### config.mk
export PLATFORM = sky130hd
export DESIGN_NAME = cursor_addr_seq
export DESIGN_NICKNAME = d
export VERILOG_FILES = /design/src/rtl/cursor_addr_pkg.sv /design/src/rtl/comp_seq.sv /design/src/rtl/addr_ctr.sv /design/src/rtl/cursor_addr_seq.sv
export SDC_FILE = /design/constraint.sdc
export NUM_CORES = 1
export LEC_CHECK = 0
export ABC_AREA = 1
export BUFFER_PORTS_ARGS = -buffer_cell sky130_fd_sc_hd__buf_2
export CAP_MARGIN = 20
export CORE_MARGIN = 4
export CORE_UTILIZATION = 51
export DETAILED_ROUTE_END_ITERATION = 8
export PLACE_DENSITY = 0.78
export SETUP_SLACK_MARGIN = 0.05
export SYNTH_ARGS = -nofsm -noshare
export SYNTH_HDL_FRONTEND = slang
export SYNTH_SLANG_ARGS = --single-unit
### constraint.sdc
create_clock -name clk_i -period 1.35 [get_ports clk_i]
set_input_delay 0.3375 -clock clk_i [delete_from_list [all_inputs] [get_ports clk_i]]
set_output_delay 0.3375 -clock clk_i [all_outputs]
set_load 0.02 [all_outputs]
### src/rtl/cursor_addr_pkg.sv
package cursor_addr_pkg;
  typedef enum logic [2:0] {
    SEL_ADDR_WR = 3'd0,
    SEL_PAL     = 3'd1,
    SEL_CCOL    = 3'd2,
    SEL_ADDR_RD = 3'd3,
    SEL_OVS     = 3'd4,
    SEL_CRAM    = 3'd5,
    SEL_CMD3    = 3'd6,
    SEL_RSVD    = 3'd7
  } sel_e;

  typedef enum logic [1:0] {
    COMP_R = 2'd0,
    COMP_G = 2'd1,
    COMP_B = 2'd2
  } comp_e;
endpackage

### src/rtl/comp_seq.sv
module comp_seq
  import cursor_addr_pkg::*;
(
  input  logic       clk_i,
  input  logic       rst_ni,
  input  logic       clr_i,
  input  logic       step_i,
  output logic [1:0] comp_o,
  output logic       wrap_o
);
  comp_e comp_q, comp_d;

  assign wrap_o = step_i && (comp_q == COMP_B);

  always_comb begin
    comp_d = comp_q;
    if (clr_i) comp_d = COMP_R;
    else if (step_i) begin
      unique case (comp_q)
        COMP_R:  comp_d = COMP_G;
        COMP_G:  comp_d = COMP_B;
        default: comp_d = COMP_R;
      endcase
    end
  end

  always_ff @(posedge clk_i or negedge rst_ni) begin
    if (!rst_ni) comp_q <= COMP_R;
    else         comp_q <= comp_d;
  end

  assign comp_o = comp_q;
endmodule

### src/rtl/addr_ctr.sv
module addr_ctr #(
  parameter int ADDR_W = 10,
  parameter int LO_W   = 8
) (
  input  logic                   clk_i,
  input  logic                   rst_ni,
  input  logic                   ld_lo_i,
  input  logic [LO_W-1:0]        lo_i,
  input  logic                   ld_hi_i,
  input  logic [ADDR_W-LO_W-1:0] hi_i,
  input  logic                   inc_lo_i,
  input  logic                   inc_all_i,
  output logic [ADDR_W-1:0]      addr_o
);
  localparam int HI_W = ADDR_W - LO_W;

  logic [LO_W-1:0] lo_q, lo_d;
  logic [HI_W-1:0] hi_q, hi_d;

  always_comb begin
    lo_d = lo_q;
    hi_d = hi_q;
    if (inc_all_i) begin
      {hi_d, lo_d} = {hi_q, lo_q} + ADDR_W'(1);
    end else begin
      if (inc_lo_i) lo_d = lo_q + LO_W'(1);  // palette stepping stays in the low byte
      if (ld_lo_i)  lo_d = lo_i;
      if (ld_hi_i)  hi_d = hi_i;
    end
  end

  always_ff @(posedge clk_i or negedge rst_ni) begin
    if (!rst_ni) begin
      lo_q <= '0;
      hi_q <= '0;
    end else begin
      lo_q <= lo_d;
      hi_q <= hi_d;
    end
  end

  assign addr_o = {hi_q, lo_q};
endmodule

### src/rtl/cursor_addr_seq.sv
module cursor_addr_seq
  import cursor_addr_pkg::*;
#(
  parameter int ADDR_W = 10,
  parameter int LO_W   = 8,
  parameter int DATA_W = 8
) (
  input  logic              clk_i,
  input  logic              rst_ni,
  input  logic              acc_i,
  input  logic              wr_i,
  input  logic [2:0]        sel_i,
  input  logic [DATA_W-1:0] wdata_i,
  output logic [DATA_W-1:0] rdata_o,
  output logic [ADDR_W-1:0] addr_o,
  output logic [1:0]        comp_o,
  output logic              rd_cycle_o
);
  localparam int HI_W = ADDR_W - LO_W;

  sel_e sel;
  assign sel = sel_e'(sel_i);

  logic wr_addr, wr_cmd3, pal_acc, cram_acc, pal_wrap;
  logic [DATA_W-1:0] cmd3_q;
  logic rd_cycle_q;

  assign wr_addr  = acc_i && wr_i && (sel == SEL_ADDR_WR || sel == SEL_ADDR_RD);
  assign wr_cmd3  = acc_i && wr_i && (sel == SEL_CMD3);
  assign pal_acc  = acc_i && (sel == SEL_PAL || sel == SEL_CCOL || sel == SEL_OVS);
  assign cram_acc = acc_i && (sel == SEL_CRAM);

  comp_seq i_comp (
    .clk_i  (clk_i),
    .rst_ni (rst_ni),
    .clr_i  (wr_addr),
    .step_i (pal_acc),
    .comp_o (comp_o),
    .wrap_o (pal_wrap)
  );

  addr_ctr #(.ADDR_W(ADDR_W), .LO_W(LO_W)) i_ctr (
    .clk_i     (clk_i),
    .rst_ni    (rst_ni),
    .ld_lo_i   (wr_addr),
    .lo_i      (wdata_i[LO_W-1:0]),
    .ld_hi_i   (wr_cmd3),
    .hi_i      (wdata_i[HI_W-1:0]),
    .inc_lo_i  (pal_wrap),
    .inc_all_i (cram_acc),
    .addr_o    (addr_o)
  );

  always_ff @(posedge clk_i or negedge rst_ni) begin
    if (!rst_ni) begin
      cmd3_q     <= '0;
      rd_cycle_q <= 1'b0;
    end else begin
      if (wr_cmd3) cmd3_q <= wdata_i;
      if (wr_addr) rd_cycle_q <= (sel == SEL_ADDR_RD);
    end
  end

  assign rd_cycle_o = rd_cycle_q;

  always_comb begin
    rdata_o = '0;
    unique case (sel)
      SEL_ADDR_WR, SEL_ADDR_RD: rdata_o = DATA_W'(addr_o[LO_W-1:0]);
      SEL_CMD3: rdata_o = {cmd3_q[DATA_W-1:HI_W], addr_o[ADDR_W-1:LO_W]};  // live top bits
      default:  rdata_o = '0;
    endcase
  end
endmodule

## Word-level counts from Yosys, hierarchy flattened

Index checks and enable logic that the tools add are counted.

| storage, ports and cells | value |
|---|---|
| output and inout bits | 21 |
| bits of input ports | 15 |
| word-level logic and storage cells | 39 |
| flip-flop bits (word level) | 21 |

| cells by class | value |
|---|---|
| multiplexer cells | 9 |
| reduce and logical (&&, ||, !) cells | 15 |
| add/subtract/negate cells | 2 |
| equality and inequality tests | 8 |

Operators with widths:

| operator | number |
|---|---|
| 2-to-1 mux 8 bit | 3 |
| one-hot mux 8 bit (2 select lines) | 1 |
| adder 10 x 1 -> 10 bit, second input constant | 1 |
| == test 3 bit, second input constant | 3 |
| adder 8 x 1 -> 8 bit, second input constant | 1 |
| 2-to-1 mux 2 bit | 4 |
| == test 3 x 2 -> 1 bit, second input constant | 2 |
| logical AND 1 bit | 6 |
| one-hot mux 2 bit (2 select lines) | 1 |
| nonzero test 2 bit | 2 |
| == test 3 x 1 -> 1 bit, second input constant | 1 |
| logical NOT 3 bit | 1 |
| logical OR 1 bit | 3 |
| nonzero test 3 bit | 1 |
| == test 2 x 1 -> 1 bit, second input constant | 1 |
| == test 2 bit, second input constant | 1 |
| logical NOT 2 bit | 1 |
| OR reduction 2 bit | 1 |

## Depth between registers and ports, before layout

Gate-level depths: netlist of the first run.

| depth | value |
|---|---|
| word-level depth | 8 |
| gate-level depth with buffers | 9 |
| mapped depth without buffers | 9 |

## Modules after synthesis

Synthesis of the first run repeated with hierarchy kept, for this count alone.

| second synthesis, totals | value |
|---|---|
| cells, all modules | 187 |
| area total of the unflattened synthesis | 1,327.5 sq um |

Modules (own cells, without submodules):

| module | area each (sq um) | instances | cells each | sequential area each (sq um) |
|---|---|---|---|---|
| addr_ctr | 740.7 | 1 | 108 | 250.2 |
| cursor_addr_seq | 486.7 | 1 | 65 | 175.2 |
| comp_seq | 100.1 | 1 | 14 | 50.0 |

## Least setup slack after synthesis of the first run

No wires, ideal clock.

| timing | value |
|---|---|
| path kind | input port to output port |
| start | in sel_i[0] |
| end | out rdata_o[3] |
| stages on the path | 5 |
| path buffers | 0 |
| required time | 1,013 ps |
| path slack | -186 ps |
| arrival | 1,198 ps |
| cell sequence | nor2_1 -> nand2_2 -> nand2_2 -> inv_1 -> o21ai_0 |

| on the way | value |
|---|---|
| cells in the longest elaborated chain, start to end | 3 |
| elaborated cells between the ends (all ways) | 5 |
| classes of those cells | 2 x eq/ne; 1 x mux; 2 x reduce/logical |

RTL lines:

| item | line | source |
|---|---|---|
| start: declaration | cursor_addr_seq.sv:12 | `input logic [2:0] sel_i,` |
| == test 3 x 2 -> 1 bit or logical NOT 3 bit (tied branches) | cursor_addr_seq.sv:68 | `unique case (sel)` |
| OR reduction 2 bit | cursor_addr_seq.sv:68 |  |
| one-hot mux 8 bit (2 select lines) * | cursor_addr_seq.sv:68 |  |
| end: declaration | cursor_addr_seq.sv:14 | `output logic [DATA_W-1:0] rdata_o,` |

Mark *: on every way between the ends. The rest lies on a longest branch, timed or not.

## Worst setup path after layout of the first run

| timing | value |
|---|---|
| start | in sel_i[1] |
| end | out rdata_o[4] |

Same word-level chain as after synthesis.

==> results of run 1 <==
[stage by stage]
stage | utilization | power (uW)
floorplan | - | 1800
CTS | 0.844 | 2970
global route | 0.927 | 3640
finish | 0.927 | 3530
global placement | 0.732 | 2210
detailed placement | 0.732 | 2280
[where the power goes]
part	internal (uW)	total, uW	switching [uW]	leakage, uW
logic	944	2180	1240	0.000848
clock network	111	336	224	0.0000177
registers	774	1010	238	0.000233
total	1830	3530	1700	0.00110
[sequential cells by signal (all words and copies together), names as in the netlist]
signal / count
cmd3_q: 6
i_comp.comp_o: 2
i_ctr.hi_q: 2
i_ctr.lo_q: 8
rd_cycle_o: 1
[how the worst max path moves through the flow]
| stage | startpoint | endpoint |
|---|---|---|
| 3_5_place_dp | sel_i[0] | rdata_o[0] |
| 6_report | sel_i[1] | rdata_o[4] |
| 5_1_grt | sel_i[1] | rdata_o[0] |
| 3_3_place_gp | sel_i[0] | rdata_o[0] |
| 2_1_floorplan | sel_i[0] | rdata_o[3] |
| 4_1_cts | sel_i[1] | rdata_o[0] |
[layer usage]
metal | routed length, um | vias up | global-route usage
met5 | 0 | - | 0
met4 | 475 | 0 | 0.142
met3 | 705 | 55 | 0.0490
met2 | 2950 | 206 | 0.498
met1 | 2120 | 880 | 0.379
li1 | - | 749 | -
[layout make-up]
| type | count | share of cell area |
|---|---|---|
| Clock buffer | 3 | 0.0106 |
| Clock inverter | 1 | 0.00235 |
| Inverter | 22 | 0.0429 |
| Multi-Input combinational cell | 144 | 0.412 |
| Sequential cell | 19 | 0.228 |
| Tap cell | 28 | 0.0165 |
| Timing Repair Buffer | 68 | 0.287 |
[timing repair]
| action | CTS | global route |
|---|---|---|
| hold endpoints to repair | 19 | 0 |
| setup endpoints to repair | 19 | 26 |
| hold buffers | 1 | 0 |
| buffers inserted | 6 | 11 |
| gates resized for setup | 51 | 35 |
| pin swaps | 8 | 12 |
[critical path, stage by stage]
cell	delay [ns]
sky130_fd_sc_hd__buf_8	0.11
sky130_fd_sc_hd__nor2_4	0.12
sky130_fd_sc_hd__nand2_4	0.07
sky130_fd_sc_hd__nand2_4	0.08
sky130_fd_sc_hd__clkinvlp_4	0.22
sky130_fd_sc_hd__o21ai_2	0.22
sky130_fd_sc_hd__buf_6	0.14
[cells by family (layout without fill, tap and decap cells)]
kind of cell | count (synthesis) | after routing | synth area share
compound gates | 22 | 22 | 0.0984
fa+ha+maj | 1 | 1 | 0.00974
flops | 19 | 19 | 0.370
xor+xnor | 2 | 2 | 0.0136
simple gates | 119 | 119 | 0.420
buf+inv | 26 | 94 | 0.0886
[layout by cell type, fill, tap and decap left out]
master / n
sky130_fd_sc_hd__nand4_1: 9
sky130_fd_sc_hd__nor3_4: 1
sky130_fd_sc_hd__a22o_1: 1
sky130_fd_sc_hd__o21ai_0: 7
sky130_fd_sc_hd__xor2_1: 2
sky130_fd_sc_hd__nand2_1: 69
sky130_fd_sc_hd__inv_2: 1
sky130_fd_sc_hd__clkinvlp_4: 1
sky130_fd_sc_hd__buf_8: 3
sky130_fd_sc_hd__clkinv_1: 1
sky130_fd_sc_hd__buf_6: 19
sky130_fd_sc_hd__nand2_4: 5
sky130_fd_sc_hd__dlygate4sd3_1: 1
sky130_fd_sc_hd__nand3_1: 13
sky130_fd_sc_hd__nand2_2: 6
sky130_fd_sc_hd__buf_12: 4
sky130_fd_sc_hd__o21ai_2: 10
sky130_fd_sc_hd__dfrtp_2: 8
sky130_fd_sc_hd__clkbuf_4: 3
sky130_fd_sc_hd__nor2_4: 5
sky130_fd_sc_hd__buf_4: 23
sky130_fd_sc_hd__a21oi_1: 2
sky130_fd_sc_hd__ha_4: 1
sky130_fd_sc_hd__nor2_1: 2
sky130_fd_sc_hd__nand3_4: 4
sky130_fd_sc_hd__buf_2: 18
sky130_fd_sc_hd__dfrtp_1: 11
sky130_fd_sc_hd__inv_6: 1
sky130_fd_sc_hd__o21ai_1: 1
sky130_fd_sc_hd__clkinv_2: 1
sky130_fd_sc_hd__nand3_2: 2
sky130_fd_sc_hd__o22ai_4: 1
sky130_fd_sc_hd__nor2_2: 2
sky130_fd_sc_hd__inv_1: 18
sky130_fd_sc_hd__nand4_2: 1
==> summary.txt, run 1 <==
PLACEMENT
---------------------------------------------------------------------------------
Number of I/O port buffers .........................................           35
Global placer's final weighted congestion ..........................        0.844
DPL Wire Length ....................................................      2990 um
Placed Cells .......................................................          265
Worst slack after detailed placement ...............................    -0.327 ns
Cell area after placement ..........................................  0.00168 mm2

ROUTING
---------------------------------------------------------------------------------
Length of the first detailed-routing pass in iterations ............            5
DRC violation count after routing ..................................            0
ANT nets after route ...............................................            0
Detailed router's first-iteration violation count ..................          252
Avg WL per Cell ....................................................      21.9 um
Number of vias after detailed routing ..............................         1890
Average vias per placed instance ...................................         6.63
Final Routed Wirelength ............................................      6250 um

SYNTHESIS
---------------------------------------------------------------------------------
Top cell type by total area after synthesis ........................ sky130_fd_sc_hd__dfrtp_1
Synth unique cells .................................................           24
Biggest area contributors in the synthesized netlist ............... sky130_fd_sc_hd__dfrtp_1 (37%), sky130_fd_sc_hd__nand2_1 (22%), sky130_fd_sc_hd__nand3_1 (6.6%), sky130_fd_sc_hd__inv_1 (5.8%), sky130_fd_sc_hd__o21ai_0 (5.8%)
Number of nets produced by synthesis ...............................          205
Cell area after technology mapping .................................  0.00128 mm2
Cell with the most instances after synthesis ....................... sky130_fd_sc_hd__nand2_1
Top FF cell, synth ................................................. sky130_fd_sc_hd__dfrtp_1
Most numerous cell types in the synthesized netlist ................ sky130_fd_sc_hd__nand2_1 (76), sky130_fd_sc_hd__inv_1 (20), sky130_fd_sc_hd__dfrtp_1 (19)
Number of instances in the synthesized netlist .....................          189
Number of synthesized flops with an enable pin .....................            0
Number of flip-flops and latches in the synthesized netlist ........           19
Avg Synthesized Cell Area ..........................................     6.80 um2
Fraction of registers with async set/reset .........................         1.00
Sequential fraction of the synthesis area ..........................        0.370
Area share of the largest cell type after synthesis ................        0.370
Number of warning messages in the yosys log ........................            0

POWER AND IR DROP
---------------------------------------------------------------------------------
Leak Pwr ...........................................................   0.00110 uW
Power per cell area ................................................  1660 mW/mm2
Max rail drop VDD ..................................................      1600 uV

STATUS
---------------------------------------------------------------------------------
Violations in the final reports .................................... setup timing
Outcome ............................................................ complete, but fails checks

GRT
---------------------------------------------------------------------------------
Number of global-route vias before repair ..........................         1670
Overall fraction of global-route tracks in use .....................        0.301
Global-route wire length before repair .............................      7810 um
Initial antenna violation count ....................................            0
Largest net degree at the start of global routing ..................           20
Global-route congestion overflow total .............................            0

CRITICAL PATH
---------------------------------------------------------------------------------
R2r setup slk ......................................................     -0.10 ns
FF-to-FF Start ..................................................... i_ctr.lo_q[0]$_DFFE_PN0P_
WP data required ...................................................      1.01 ns
R2R depth ..........................................................            9
Crit Path Class ....................................................    in -> out
Largest driver fanout on the critical path .........................            6
CP Data Arrival Time ...............................................      1.29 ns
Launching element type of the critical path ........................ primary input
Kind of end point of the critical path .............................  output port
Reg2Reg Capture Point .............................................. i_ctr.hi_q[0]$_DFFE_PN0P_

TIMING
---------------------------------------------------------------------------------
Worst Hold Margin ..................................................     0.251 ns
Max-slew violations ................................................            0
Number of hold-slack violations in the final timing report .........            0
Maximum clock frequency ............................................    0.613 GHz
Worst setup skew after layout ......................................   0.00125 ns
Setup TNS ..........................................................     -2.43 ns
Total of endpoints with negative setup slack in the final report ...           17
Minimum setup slack in the final design ............................    -0.280 ns
Clock period minus worst slack .....................................      1.63 ns
Worst slew margin ..................................................        0.692
Setup repair after global routing missed its margin ................          yes
Share of the clock period used by the worst path after layout ......         1.21
Transition time at the pin with the least slew margin ..............     0.461 ns

FLOORPLAN
---------------------------------------------------------------------------------
Ports ..............................................................           36
Chip width .........................................................      58.2 um
Die Footprint ......................................................  0.00339 mm2
Core Box Area ......................................................  0.00230 mm2
Number of core rows ................................................           17
Effective utilization at floorplan .................................        0.559
Die boundary height ................................................      58.2 um

FINISH
---------------------------------------------------------------------------------
Multi-input combinational cell area ................................      878 um2
Total of fill cells in the finished design .........................           84
Final cell count without fillers ...................................          285
Sequential standard cell area ......................................      485 um2
Post-route standard cell area excluding fillers ....................  0.00213 mm2
Area overhead of the layout relative to synthesis ..................        65.7%
Fraction of layout instances using a drive strength above 1 ........        0.467
Number of nets at the end of the flow ..............................          274
Count of antenna diodes in the layout ..............................            0

MIN PATH
---------------------------------------------------------------------------------
Worst Hold Depth ...................................................            3
Endpoint of the worst hold-timing path ............................. cmd3_q[7]$_DFFE_PN0P_
Worst hold start ...................................................   wdata_i[7]
Worst min-delay path category ......................................    in -> reg

CLOCK TREE
---------------------------------------------------------------------------------
Clk sink count .....................................................           19
Cell at the root of the clock tree ................................. sky130_fd_sc_hd__clkbuf_4
Clock transition at path regs ......................................      0.13 ns
Total CTS buffers ..................................................            3
Number of levels in the clock H-tree ...............................            1
Clock latency of the later-clocked register in the worst-skew pair .      0.33 ns
Bufs on Longest Clock Path .........................................            2
Clock tree from TritonCTS ..........................................         done

JOB
---------------------------------------------------------------------------------
Max-Cap Viols ......................................................            0

Power figures use the tool's default switching activity.
==> inputs of run 2 (changes only) <==
- PLACE_DENSITY: 0.78 -> 0.81
==> summary.txt, run 2 (synthesized netlist as in run 1, its figures left out) <==
STATUS
---------------------------------------------------------------------------------
Outcome ............................................................ complete, but fails checks
Violations in the final reports .................................... DRC, setup timing

TIMING
---------------------------------------------------------------------------------
Worst slew margin ..................................................        0.705   +0.0127
Total of endpoints with negative setup slack in the final report ...           19   +2
Worst setup skew after layout ......................................   0.00355 ns   +0.00230 ns
Number of hold-slack violations in the final timing report .........            0   unchanged
Setup repair after global routing missed its margin ................          yes
Max-slew violations ................................................            0   unchanged
Transition time at the pin with the least slew margin ..............     0.442 ns   -0.0190 ns
Clock period minus worst slack .....................................      1.61 ns   -0.0194 ns
Setup TNS ..........................................................     -2.49 ns   -0.0604 ns
Minimum setup slack in the final design ............................    -0.261 ns   +0.0194 ns
Worst Hold Margin ..................................................     0.271 ns   +0.0203 ns
Maximum clock frequency ............................................    0.621 GHz   +1.2%
Share of the clock period used by the worst path after layout ......         1.19   -0.0143

GRT
---------------------------------------------------------------------------------
Global-route congestion overflow total .............................            0   unchanged
Global-route wire length before repair .............................      7600 um   -2.7%
Overall fraction of global-route tracks in use .....................        0.296   -0.00476
Number of global-route vias before repair ..........................         1605   -3.9%
Initial antenna violation count ....................................            0   unchanged
Largest net degree at the start of global routing ..................           20   unchanged

ROUTING
---------------------------------------------------------------------------------
Detailed router's first-iteration violation count ..................          234   -7.1%
ANT nets after route ...............................................            0   unchanged
Final Routed Wirelength ............................................      5930 um   -5.0%
Length of the first detailed-routing pass in iterations ............            9   +4
DRC violation count after routing ..................................            1   +1
Average vias per placed instance ...................................         6.39   -3.6%
Number of vias after detailed routing ..............................         1816   -3.9%
Avg WL per Cell ....................................................      20.9 um   -4.7%

FLOORPLAN
---------------------------------------------------------------------------------
Die Footprint ......................................................  0.00339 mm2   unchanged
Number of core rows ................................................           17   unchanged
Die boundary height ................................................      58.2 um   unchanged
Core Box Area ......................................................  0.00230 mm2   unchanged
Chip width .........................................................      58.2 um   unchanged
Ports ..............................................................           36   unchanged
Effective utilization at floorplan .................................        0.559   unchanged

CRITICAL PATH
---------------------------------------------------------------------------------
Crit path from ..................................................... i_ctr.lo_q[0]$_DFFE_PN0P_
Launching element type of the critical path ........................     register
FF-to-FF Start ..................................................... i_ctr.lo_q[0]$_DFFE_PN0P_
Crit Path Class ....................................................   reg -> out
Crit path cell chain ............................................... inv_1 -> o22ai_4 -> buf_6
Largest driver fanout on the critical path .........................            4   -2
WP data required ...................................................      1.01 ns   about the same
Slowest stage delay, CP ............................................      0.47 ns   +0.25 ns
Kind of end point of the critical path .............................  output port
CP Data Arrival Time ...............................................      1.27 ns   -0.02 ns
Critical-path top delay cell ....................................... sky130_fd_sc_hd__dfrtp_2

POWER AND IR DROP
---------------------------------------------------------------------------------
Leak Pwr ...........................................................   0.00107 uW   -2.9%
Max rail drop VDD ..................................................      1490 uV   -7.0%
Power per cell area ................................................  1570 mW/mm2   -5.0%

FINISH
---------------------------------------------------------------------------------
Highest-count cells in the layout ignoring fill and taps ........... sky130_fd_sc_hd__nand2_1 (70), sky130_fd_sc_hd__buf_2 (22), sky130_fd_sc_hd__buf_4 (22)
Registers with the highest flip-flop counts ........................ i_ctr.lo_q (8), cmd3_q (6)
Register with the most flip-flops ..................................   i_ctr.lo_q
Count of antenna diodes in the layout ..............................            0   unchanged
Number of nets at the end of the flow ..............................          273   -0.36%
Post-route standard cell area excluding fillers ....................  0.00208 mm2   -2.1%
Fraction of layout instances using a drive strength above 1 ........        0.445   -0.0216
Most common library cell in the layout ignoring fill and taps ...... sky130_fd_sc_hd__nand2_1
Area overhead of the layout relative to synthesis ..................        62.2%
Largest register FFs ...............................................            8   unchanged

CLOCK TREE
---------------------------------------------------------------------------------
Clock tree from TritonCTS ..........................................         done
Clock latency of the later-clocked register in the worst-skew pair .      0.31 ns   -0.02 ns
Clock transition at path regs ......................................      0.12 ns   about the same
Clk sink count .....................................................           19   unchanged
Cell at the root of the clock tree ................................. sky130_fd_sc_hd__clkbuf_4
Bufs on Longest Clock Path .........................................            2   unchanged
Total CTS buffers ..................................................            3   unchanged
Number of levels in the clock H-tree ...............................            1   unchanged

PLACEMENT
---------------------------------------------------------------------------------
Cell area after placement ..........................................  0.00168 mm2   -0.30%
DPL Wire Length ....................................................      3010 um   +0.80%
Global placer's final weighted congestion ..........................        0.849   +0.59%
Number of I/O port buffers .........................................           35   unchanged

MIN PATH
---------------------------------------------------------------------------------
Worst min-delay path category ......................................    in -> reg
Worst hold start ...................................................   wdata_i[7]

JOB
---------------------------------------------------------------------------------
Max-Cap Viols ......................................................            0   unchanged

-- run 2: cell count changes in the layout (fill, tap and decap cells not counted), sizes merged --
cell	delta
bufbuf	+1
clkinv	-1
clkbuf	+1
buf	-2
-- run 2: per-layer routing --
| layer | up-vias | track usage | routed length (um) | part of all wire |
|---|---|---|---|---|
| met5 | - | 0 | 0 | 0 |
| met4 | 0 | 0.152 | 324 | 0.055 |
| met3 | 46 | 0.0401 | 786 | 0.13 |
| met2 | 186 | 0.511 | 2890 | 0.49 |
| met1 | 829 | 0.356 | 1940 | 0.33 |
| li1 | 755 | - | - | - |
-- run 2: path summary, 6_finish.rpt --
check | cells after the start | to | slack, ns
max in group asynchronous | 2 | i_ctr.lo_q[0]$_DFFE_PN0P_ | 0.53
min reg2reg | 2 | cmd3_q[7]$_DFFE_PN0P_ | 0.52
min | 3 | cmd3_q[7]$_DFFE_PN0P_ | 0.27
max | 3 | rdata_o[0] | -0.26
max reg2reg | 9 | i_ctr.hi_q[0]$_DFFE_PN0P_ | -0.10
min in group asynchronous | 2 | cmd3_q[7]$_DFFE_PN0P_ | 0.48
-- run 2: through the flow --
step           utilization  std cells  worst slack [ns]  total power [uW]
2_1_floorplan            -        189           -0.0137              1800
3_3_place_gp         0.730        266            -0.280              2190
3_5_place_dp         0.730        266            -0.330              2250
4_1_cts              0.844        278            -0.225              2810
5_1_grt              0.907        284            -0.280              3410
6_report             0.907        284            -0.261              3280
-- run 2: repair_timing --
action / in CTS / in global routing
buffers inserted: 6 / 6
cloned: 1 / 0
endpoints found under the setup margin: 13 / 32
pin swaps: 7 / 10
gates resized for setup: 45 / 27
hold buffers: 1 / 0
endpoints found under the hold margin: 19 / 0
-- run 2: power by group --
part | internal (uW) | switching [uW]
registers | 775 | 262
logic | 802 | 1120
clock network | 116 | 201
-- run 2: worst max-delay path, delay by kind of cell, from the launching register on --
family,cells,cell delay (ns)
buf+inv,2,0.37
compound gates,1,0.12
flops,1,0.47
-- run 2: cell type report --
class	instances	area, um2
repair buffers	67	584
multi-input cells	144	860
clock buffers	4	26.3
flip-flops and latches	19	485
inverters	22	93.8
fillers	95	213
well taps	28	35.0
==> inputs of run 3 (changes only) <==
- PLACE_DENSITY: 0.81 -> 0.86
==> summary.txt, run 3 (synthesized netlist as in run 1, its figures left out) <==
STATUS
---------------------------------------------------------------------------------
Outcome ............................................................ complete, but fails checks
Violations in the final reports .................................... setup timing

CLOCK TREE
---------------------------------------------------------------------------------
Clk sink count .....................................................           19   unchanged
Cell at the root of the clock tree ................................. sky130_fd_sc_hd__clkbuf_4
Clock tree from TritonCTS ..........................................         done
Bufs on Longest Clock Path .........................................            2   unchanged
Number of levels in the clock H-tree ...............................            1   unchanged
Clock latency of the later-clocked register in the worst-skew pair .      0.32 ns   about the same
Clock transition at path regs ......................................      0.14 ns   +0.02 ns
Total CTS buffers ..................................................            3   unchanged

ROUTING
---------------------------------------------------------------------------------
Length of routed met2 wiring .......................................      3050 um   +5.6%
Length of the first detailed-routing pass in iterations ............            7   -2
Average vias per placed instance ...................................         6.75   +5.6%
Number of vias after detailed routing ..............................         1971   +8.5%
ANT nets after route ...............................................            0   unchanged
Met1 Routed Length .................................................      2180 um   +13%
Detailed router's first-iteration violation count ..................          409   +75%
Avg WL per Cell ....................................................      22.6 um   +8.1%
Final Routed Wirelength ............................................      6600 um   +11%
Met3 wire length ...................................................       895 um   +14%
DRC violation count after routing ..................................            0   -1
Highest metal layer with signal wires ..............................         met4

PLACEMENT
---------------------------------------------------------------------------------
Placed Cells .......................................................          269   +1.1%
Global placer's final weighted congestion ..........................        0.837   -1.5%
DPL Wire Length ....................................................      2780 um   -7.9%
Number of I/O port buffers .........................................           35   unchanged
Cell area after placement ..........................................  0.00171 mm2   +2.1%

POWER AND IR DROP
---------------------------------------------------------------------------------
Internal power consumption .........................................      1740 uW   +2.6%
Proportion of power drawn by combinational gates ...................        0.604   +0.017
Max rail drop VDD ..................................................      1600 uV   +7.7%
Switching portion of total power ...................................        0.494   +0.0107
Power per cell area ................................................  1600 mW/mm2   +1.6%
Part of the total power dissipated in sequential elements ..........        0.298   -0.018
PnR Total Power ....................................................      3440 uW   +4.8%
Leak Pwr ...........................................................   0.00115 uW   +7.4%
Switching power ....................................................      1700 uW   +7.1%
Clock group share of total power ...................................        0.098   +0.002

FINISH
---------------------------------------------------------------------------------
Register with the most flip-flops ..................................   i_ctr.lo_q
Core utilization of the finished layout ............................        0.936   +0.0283
Highest-count cells in the layout ignoring fill and taps ........... sky130_fd_sc_hd__nand2_1 (71), sky130_fd_sc_hd__buf_4 (28), sky130_fd_sc_hd__buf_6 (23)
Fraction of layout instances using a drive strength above 1 ........        0.470   +0.0244
Count of antenna diodes in the layout ..............................            0   unchanged
Area overhead of the layout relative to synthesis ..................        67.3%
Final cell count without fillers ...................................          292   +2.8%
Number of nets at the end of the flow ..............................          281   +2.9%
Most common library cell in the layout ignoring fill and taps ...... sky130_fd_sc_hd__nand2_1
Registers with the highest flip-flop counts ........................ i_ctr.lo_q (8), cmd3_q (6)
Post-route standard cell area excluding fillers ....................  0.00215 mm2   +3.1%
Largest register FFs ...............................................            8   unchanged

GRT
---------------------------------------------------------------------------------
Global-route congestion overflow total .............................            0   unchanged
Number of global-route vias before repair ..........................         1629   +1.5%
Global-route wire length before repair .............................      7470 um   -1.7%
Initial antenna violation count ....................................            0   unchanged
Largest net degree at the start of global routing ..................           20   unchanged
Overall fraction of global-route tracks in use .....................        0.288   -0.00759

MIN PATH
---------------------------------------------------------------------------------
Worst min-delay path category ......................................    in -> reg

FLOORPLAN
---------------------------------------------------------------------------------
Die Footprint ......................................................  0.00339 mm2   unchanged
Effective utilization at floorplan .................................        0.559   unchanged
Core Box Area ......................................................  0.00230 mm2   unchanged
Number of core rows ................................................           17   unchanged
Chip width .........................................................      58.2 um   unchanged
Die boundary height ................................................      58.2 um   unchanged
Ports ..............................................................           36   unchanged

TIMING
---------------------------------------------------------------------------------
Worst slew margin ..................................................        0.705   about the same
Max-slew violations ................................................            0   unchanged
Transition time at the pin with the least slew margin ..............     0.442 ns   +0.0000347 ns
Worst Hold Margin ..................................................     0.316 ns   +0.0449 ns
Minimum setup slack in the final design ............................    -0.332 ns   -0.0713 ns
Total of endpoints with negative setup slack in the final report ...           19   unchanged
Setup repair after global routing missed its margin ................          yes
Share of the clock period used by the worst path after layout ......         1.25   +0.0528
Number of hold-slack violations in the final timing report .........            0   unchanged
Clock period minus worst slack .....................................      1.68 ns   +0.0713 ns
Worst setup skew after layout ......................................   0.00220 ns   -0.00135 ns
Maximum clock frequency ............................................    0.595 GHz   -4.2%

CRITICAL PATH
---------------------------------------------------------------------------------
Largest driver fanout on the critical path .........................            4   unchanged
Crit Path Class ....................................................   reg -> out
CP Data Arrival Time ...............................................      1.34 ns   +0.07 ns
WP data required ...................................................      1.01 ns   about the same
Kind of end point of the critical path .............................  output port
Launching element type of the critical path ........................     register

JOB
---------------------------------------------------------------------------------
Max-Cap Viols ......................................................            0   unchanged

## run 3: changes by cell type in the layout (fill, tap and decap cells not counted), moves of 2 or more
cell / before / now
sky130_fd_sc_hd__buf_6: 17 / 23
sky130_fd_sc_hd__nand2_4: 3 / 7
sky130_fd_sc_hd__nand2_2: 7 / 2
sky130_fd_sc_hd__buf_2: 22 / 19
sky130_fd_sc_hd__buf_4: 22 / 28
sky130_fd_sc_hd__o21ai_2: 9 / 11
## run 3: worst paths after layout
| check | start | to | slack [ns] | cells after the start |
|---|---|---|---|---|
| max reg2reg | i_ctr.lo_q[1]$_DFFE_PN0P_ | i_ctr.lo_q[7]$_DFFE_PN0P_ | -0.18 | 11 |
| max in group asynchronous | rst_ni | i_ctr.lo_q[0]$_DFFE_PN0P_ | 0.53 | 2 |
| min reg2reg | cmd3_q[4]$_DFFE_PN0P_ | cmd3_q[4]$_DFFE_PN0P_ | 0.53 | 2 |
| min in group asynchronous | rst_ni | i_ctr.hi_q[1]$_DFFE_PN0P_ | 0.48 | 2 |
| max | i_ctr.lo_q[0]$_DFFE_PN0P_ | rdata_o[0] | -0.33 | 3 |
| min | wdata_i[5] | cmd3_q[5]$_DFFE_PN0P_ | 0.32 | 3 |
## run 3: per-stage QoR
step	setup TNS [ns]	setup WS (ns)
2_1_floorplan	-0.0807	-0.0137
3_3_place_gp	-3.34	-0.282
3_5_place_dp	-4.26	-0.301
4_1_cts	-1.36	-0.208
5_1_grt	-3.28	-0.345
6_report	-2.58	-0.332
## run 3: area by class of cell
| type | instances | area, um2 |
|---|---|---|
| Multi-Input combinational cell | 144 | 867 |
| Timing Repair Buffer | 75 | 644 |
| Sequential cell | 19 | 484 |
| Fill cell | 78 | 148 |
| Inverter | 22 | 91.3 |
| Tap cell | 28 | 35.0 |
| Clock buffer | 3 | 22.5 |
| Clock inverter | 1 | 5.00 |
## run 3: power by group through the flow
stage,combinational [uW],sequential [uW],clock (uW)
floorplan,659,1140,0
CTS,1580,964,313
detailed placement,1280,975,0
global placement,1250,971,0
global route,2180,1040,367
finish,2080,1020,338
## run 3: metal layers
layer / vias up / track usage
li1: 765 / -
met1: 904 / 0.361
met2: 218 / 0.474
met3: 84 / 0.0401
met4: 0 / 0.162
met5: - / 0
## run 3: what timing repair did
item | CTS | global route
buffers inserted | 7 | 12
resized for setup | 55 | 27
pin swaps | 9 | 13
hold endpoints to repair | 19 | 0
endpoints found under the setup margin | 15 | 30
hold buffers | 1 | 0
## run 3: critical path, cell delays in order (launching register included)
cell and delay (ns):
sky130_fd_sc_hd__dfrtp_2 0.47, sky130_fd_sc_hd__inv_1 0.18, sky130_fd_sc_hd__o22ai_4 0.22, sky130_fd_sc_hd__buf_6 0.14
